==> src/rtl/tif_pkg.sv <==
// Package: shared sizes and status-bit positions for the timer flag block.
// Assumes two timers, with a compare source on timer 0 only.
package tif_pkg;
    localparam int NUM_TMR = 2;
    localparam int NUM_SRC = 3;
    localparam int REG_W   = 8;
    // Bit positions are software visible; neighbours decode them.
    localparam int IDX_OVF0 = 0;
    localparam int IDX_CMP0 = 1;
    localparam int IDX_OVF1 = 2;
endpackage

==> src/rtl/tif_event_detect.sv <==
// Module: per-timer overflow event source.
// In normal mode the wrap strobe is passed through. In up/down mode an event
// is raised when the direction level changes from down to up, i.e. the count
// turns around at zero. Assumes cnt_down is a level synchronous to clk.
module tif_event_detect (
    input  logic clk,
    input  logic rst_n,
    input  logic ovf_stb,
    input  logic pwm_mode,
    input  logic cnt_down,
    output logic set_evt
);
    logic down_q;
    logic reversal;

    // Purpose: remember last direction level for reversal detection.
    always_ff @(posedge clk) begin
        if (!rst_n) down_q <= 1'b0;
        else        down_q <= cnt_down;
    end

    // Purpose: choose the overflow event according to the counting mode.
    always_comb begin
        reversal = down_q & ~cnt_down;
        set_evt  = pwm_mode ? reversal : ovf_stb;
    end

    // normal mode reports only the wrap strobe, never the direction.
    p_normal_dir_ignored_r4: assert property (@(posedge clk) disable iff (!rst_n)
        (!pwm_mode && !ovf_stb) |-> !set_evt);
    // up/down mode ignores the wrap strobe while still counting down.
    p_pwm_wrap_ignored_r3: assert property (@(posedge clk) disable iff (!rst_n)
        (pwm_mode && cnt_down) |-> !set_evt);
endmodule

==> src/rtl/tif_flag_cell.sv <==
// Module: one sticky interrupt flag.
// A set event wins over any clear in the same cycle. Assumes set and clr
// are single-cycle qualified pulses.
module tif_flag_cell (
    input  logic clk,
    input  logic rst_n,
    input  logic set_evt,
    input  logic clr,
    output logic flag_q
);
    // Purpose: hold the flag; set has priority over clear.
    always_ff @(posedge clk) begin
        if (!rst_n)       flag_q <= 1'b0;
        else if (set_evt) flag_q <= 1'b1;
        else if (clr)     flag_q <= 1'b0;
    end

    // a set event always leaves the flag high.
    p_set_wins_r8: assert property (@(posedge clk) disable iff (!rst_n)
        set_evt |=> flag_q);
    // a clear without a set drops the flag.
    p_clear_r6: assert property (@(posedge clk) disable iff (!rst_n)
        (clr && !set_evt) |=> !flag_q);
    // with no event and no clear the flag holds.
    p_hold_r7: assert property (@(posedge clk) disable iff (!rst_n)
        (!clr && !set_evt) |=> $stable(flag_q));
    // reset empties the flag.
    p_reset_r1: assert property (@(posedge clk)
        !rst_n |=> !flag_q);
endmodule

==> src/rtl/tif_req_gate.sv <==
// Module: request gating for all sources.
// Combinational; assumes the flags come straight from registers.
module tif_req_gate #(
    parameter int N = 3
) (
    input  logic         gie,
    input  logic [N-1:0] ien,
    input  logic [N-1:0] flags,
    output logic [N-1:0] irq
);
    // Purpose: request only when global enable, source enable and flag are set.
    always_comb begin
        irq = flags & ien & {N{gie}};
    end
endmodule

==> src/rtl/tif_timer_flags.sv <==
// Module: top of the timer interrupt flag block.
// Maps the event sources onto flag cells, builds the per-source clears from
// acknowledges and write-one-to-clear writes, and gates the requests.
// Assumes all inputs are synchronous to clk.
module tif_timer_flags
    import tif_pkg::*;
(
    input  logic                 clk,
    input  logic                 rst_n,
    input  logic [NUM_TMR-1:0]   ovf_stb,
    input  logic                 cmp0_stb,
    input  logic [NUM_TMR-1:0]   pwm_mode,
    input  logic [NUM_TMR-1:0]   cnt_down,
    input  logic                 wr_en,
    input  logic [REG_W-1:0]     wr_data,
    output logic [REG_W-1:0]     rd_data,
    input  logic [NUM_SRC-1:0]   ien,
    input  logic                 gie,
    input  logic [NUM_SRC-1:0]   ack,
    output logic [NUM_SRC-1:0]   irq
);
    logic [NUM_TMR-1:0] ovf_evt;
    logic [NUM_SRC-1:0] set_vec;
    logic [NUM_SRC-1:0] clr_vec;
    logic [NUM_SRC-1:0] flags;

    // One overflow event source per timer.
    for (genvar t = 0; t < NUM_TMR; t++) begin : g_tmr
        tif_event_detect u_evt (
            .clk      (clk),
            .rst_n    (rst_n),
            .ovf_stb  (ovf_stb[t]),
            .pwm_mode (pwm_mode[t]),
            .cnt_down (cnt_down[t]),
            .set_evt  (ovf_evt[t])
        );
    end

    // Purpose: place events and clears at their status bit positions.
    always_comb begin
        set_vec           = '0;
        set_vec[IDX_OVF0] = ovf_evt[0];
        set_vec[IDX_CMP0] = cmp0_stb;
        set_vec[IDX_OVF1] = ovf_evt[1];
        clr_vec           = ack | (wr_data[NUM_SRC-1:0] & {NUM_SRC{wr_en}});
    end

    // One sticky flag per source.
    for (genvar s = 0; s < NUM_SRC; s++) begin : g_src
        tif_flag_cell u_flag (
            .clk     (clk),
            .rst_n   (rst_n),
            .set_evt (set_vec[s]),
            .clr     (clr_vec[s]),
            .flag_q  (flags[s])
        );
    end

    // Purpose: status read value, unused bits zero.
    always_comb begin
        rd_data              = '0;
        rd_data[NUM_SRC-1:0] = flags;
    end

    tif_req_gate #(.N(NUM_SRC)) u_gate (
        .gie   (gie),
        .ien   (ien),
        .flags (flags),
        .irq   (irq)
    );

    // bits above the flags always read zero.
    p_unused_zero_r10: assert property (@(posedge clk) disable iff (!rst_n)
        rd_data[REG_W-1:NUM_SRC] == '0);

    for (genvar s = 0; s < NUM_SRC; s++) begin : g_chk
        // a request needs both enables and the flag.
        p_req_gate_r9: assert property (@(posedge clk) disable iff (!rst_n)
            irq[s] |-> (gie && ien[s] && rd_data[s]));
        // all three set means a request.
        p_req_seen_r9: assert property (@(posedge clk) disable iff (!rst_n)
            (gie && ien[s] && rd_data[s]) |-> irq[s]);
    end
endmodule

==> config.mk <==
export PLATFORM = sky130hd
export DESIGN_NAME = tif_timer_flags
export DESIGN_NICKNAME = d
export VERILOG_FILES = /design/src/rtl/tif_pkg.sv /design/src/rtl/tif_event_detect.sv /design/src/rtl/tif_flag_cell.sv /design/src/rtl/tif_req_gate.sv /design/src/rtl/tif_timer_flags.sv
export SDC_FILE = /design/constraint.sdc
export NUM_CORES = 1
export LEC_CHECK = 0
export BUFFER_PORTS_ARGS = -buffer_cell sky130_fd_sc_hd__buf_2
export CELL_PAD_IN_SITES_DETAIL_PLACEMENT = 0
export CELL_PAD_IN_SITES_GLOBAL_PLACEMENT = 2
export CORE_UTILIZATION = 15
export CTS_BUF_LIST = sky130_fd_sc_hd__clkbuf_4 sky130_fd_sc_hd__clkbuf_8 sky130_fd_sc_hd__clkbuf_16
export DETAILED_ROUTE_END_ITERATION = 10
export PLACE_DENSITY_LB_ADDON = 0.08
export SETUP_SLACK_MARGIN = 0.4
export SLEW_MARGIN = 20
export SYNTH_ARGS = -nofsm -noshare
export SYNTH_HDL_FRONTEND = slang
export SYNTH_SLANG_ARGS = --single-unit
==> constraint.sdc <==
create_clock -name clk -period 1.4 [get_ports clk]
set_clock_uncertainty 0.05 [all_clocks]
set_input_delay 0.07 -clock clk [delete_from_list [all_inputs] [get_ports clk]]
set_output_delay 0.07 -clock clk [all_outputs]
set_load 0.1 [all_outputs]
==> run summary <==
Die Wd: 46.6 µm
Max-cap viol count: 0
CTS Sinks: 5
Startpoint types: register
TritonCTS Buffers: 3
Final ANT Viol Nets: 0
Via Count: 310
CTS clk-pin slew, worst paths: 0.05 ns
Crit path DAT: 0.94 ns
Worst Path Required: 1.28 ns
Crit end category: output pin
Synthesis warning total: 0
Fill cells: 204
Proportion of layout cells with a drive suffix above 1: 0.607
CTS tree: built
GRT overflow: 0
Commonest non-fill, non-tap cells in the layout: 19 x buf_2, 5 x conb_1, 4 x nand4b_1, 4 x clkbuf_4, 4 x dlygate4sd3_1
WL final: 747 µm
Vias per cell: 3.60
Sequential fraction of the synthesis area: 0.336
DRC errors left: 0
Synth area leaders: dfxtp_1 34%, buf_4 23%, nand4b_1 12%
# port buffers: 25
Area grow syn2layout: 83.6%
Final worst path period need: 1.06 ns
Final setup viols: 0
Worst Setup Path Type: reg2out
Worst setup margin: 0.343 ns
NetSw: 0.000211 W
RSZ-0062 raised after global routing: true
Post-CTS Setup Inserts: 0
Post-synth top area cell: dfxtp_1
Distinct cells, synth: 13
Core area: 1800 µm²
Hold WC Path Type: in2reg
Min Hold Slack: 0.0337 ns
Insertion delay to the later sink of the worst-skew pair: 0.24 ns
Initial drt markers: 4
Max FO, Critical Path: 3
First-pass GRT wire length: 1100 µm
Commonest non-fill, non-tap cell in the layout: buf_2
Vias in the first global route: 294
Final Hold Vio Count: 0
Wire length per cell: 8.69 µm
Internal power: 0.000337 W
Total die area: 2170 µm²
Clk buf depth: 2
Status: completed
Synthesized area per cell: 9.02 µm²
Leak: 0.259 nW
Initial antenna violation count: 0
Comb power frac: 0.366
Num ports: 36
Initial cell density of the core: 0.165
Die Y: 46.6 µm
Pre-CTS setup slack: 0.363 ns
Peak Freq: 946 MHz
Ant diodes: 0
Post-Syn Area: 298 µm²
Sw frac: 0.385
Synth Register Bits: 5
Final nets: 87
Max Slew Vio Count: 0
Row cnt: 15
Setup TNS: 0 ns
H-tree depth: 1
Placer congestion estimate: 0.585
Maximum vdd drop: 0.394 mV
Clock power share: 0.344
Tcrit/Tclk final: 0.755
Yosys top cell area share: 0.336
Gr usage total: 0.0777
Largest net degree at the start of global routing: 10
Cells after Synth: 33
Register share of total power: 0.290
CTS root buffer: clkbuf_4
Power density over the cells: 1000 nW/µm²
Pre-Repair DR Iteration Count: 2
-- cell families after synthesis --
group	synth area share
AND/OR/NAND/NOR	0.302
AO/OA/AOI/OAI	0.109
flip-flops	0.336
buffers and inverters	0.239
other	0.0126
-- state kept, by name (all words and copies together), names as in the netlist --
name	cells
g_src.u_flag.flag_q	3
g_tmr.u_evt.down_q	2
-- worst max-delay path: stages (launching register included) --
cell and delay (ns):
dfxtp_2 0.34, and3_4 0.19, buf_12 0.17
-- worst paths after layout --
| check | from | endpoint | slack [ns] | cells after the start |
|---|---|---|---|---|
| worst max-delay path | g_src[0].u_flag.flag_q | irq[0] | 0.34 | 2 |
| worst min-delay path | ovf_stb[1] | g_src[2].u_flag.flag_q | 0.03 | 3 |
| worst max register to register | g_src[1].u_flag.flag_q | g_src[1].u_flag.flag_q | 0.66 | 3 |
| worst min register to register | g_tmr[1].u_evt.down_q | g_src[2].u_flag.flag_q | 0.43 | 2 |
-- metrics by stage --
stage,power [W],utilization,std cells,cell area [µm²]
after floorplan,0.000317,-,37,317
after global placement,0.000334,0.225,78,405
after detailed placement,0.000336,0.225,78,405
after CTS,0.000556,0.301,86,543
after global routing,0.000582,0.303,86,547
final,0.000548,0.303,86,547
-- power by group through the flow --
| stage | clock [W] | sequential (W) | combinational [W] |
|---|---|---|---|
| after CTS | 0.000198 | 0.000159 | 0.000199 |
| after global placement | 0 | 0.000159 | 0.000175 |
| after global routing | 0.000212 | 0.000160 | 0.000210 |
| after detailed placement | 0 | 0.000160 | 0.000176 |
| final | 0.000189 | 0.000159 | 0.000200 |
| after floorplan | 0 | 0.000158 | 0.000159 |
-- routing by layer --
| layer | GRT usage | wire length [µm] | vias to the layer above |
|---|---|---|---|
| met5 | 0 | 0 | - |
| met4 | 0.0706 | 0 | 0 |
| met3 | 0.0235 | 64 | 0 |
| met2 | 0.128 | 370 | 21 |
| met1 | 0.0769 | 312 | 132 |
| li1 | - | - | 157 |
-- cell usage after synthesis --
| library cell | number |
|---|---|
| o21a_1 | 1 |
| and2_1 | 2 |
| nand4b_1 | 4 |
| a211oi_2 | 1 |
| nand3_1 | 1 |
| buf_4 | 9 |
| conb_1 | 1 |
| and3_1 | 3 |
| nand3b_1 | 1 |
| nand2_1 | 3 |
| dfxtp_1 | 5 |
| o211ai_2 | 1 |
| inv_1 | 1 |
-- cell type report --
cell class	instances	area, µm²	area share
Multi-Input combinational cell	22	156	0.286
Clock buffer	4	30.0	0.0549
Inverter	1	3.75	0.00686
Timing Repair Buffer	29	221	0.405
Tap cell	25	31.3	0.0572
Sequential cell	5	104	0.190
-- what timing repair did --
action                                  CTS  global route
gates cloned                              0             0
endpoints found under the setup margin    6             6
hold buffers                              4             0
gates resized for setup                  21             1
hold endpoints to repair                  4             0
Note: power is estimated with default switching activity, not from simulation.
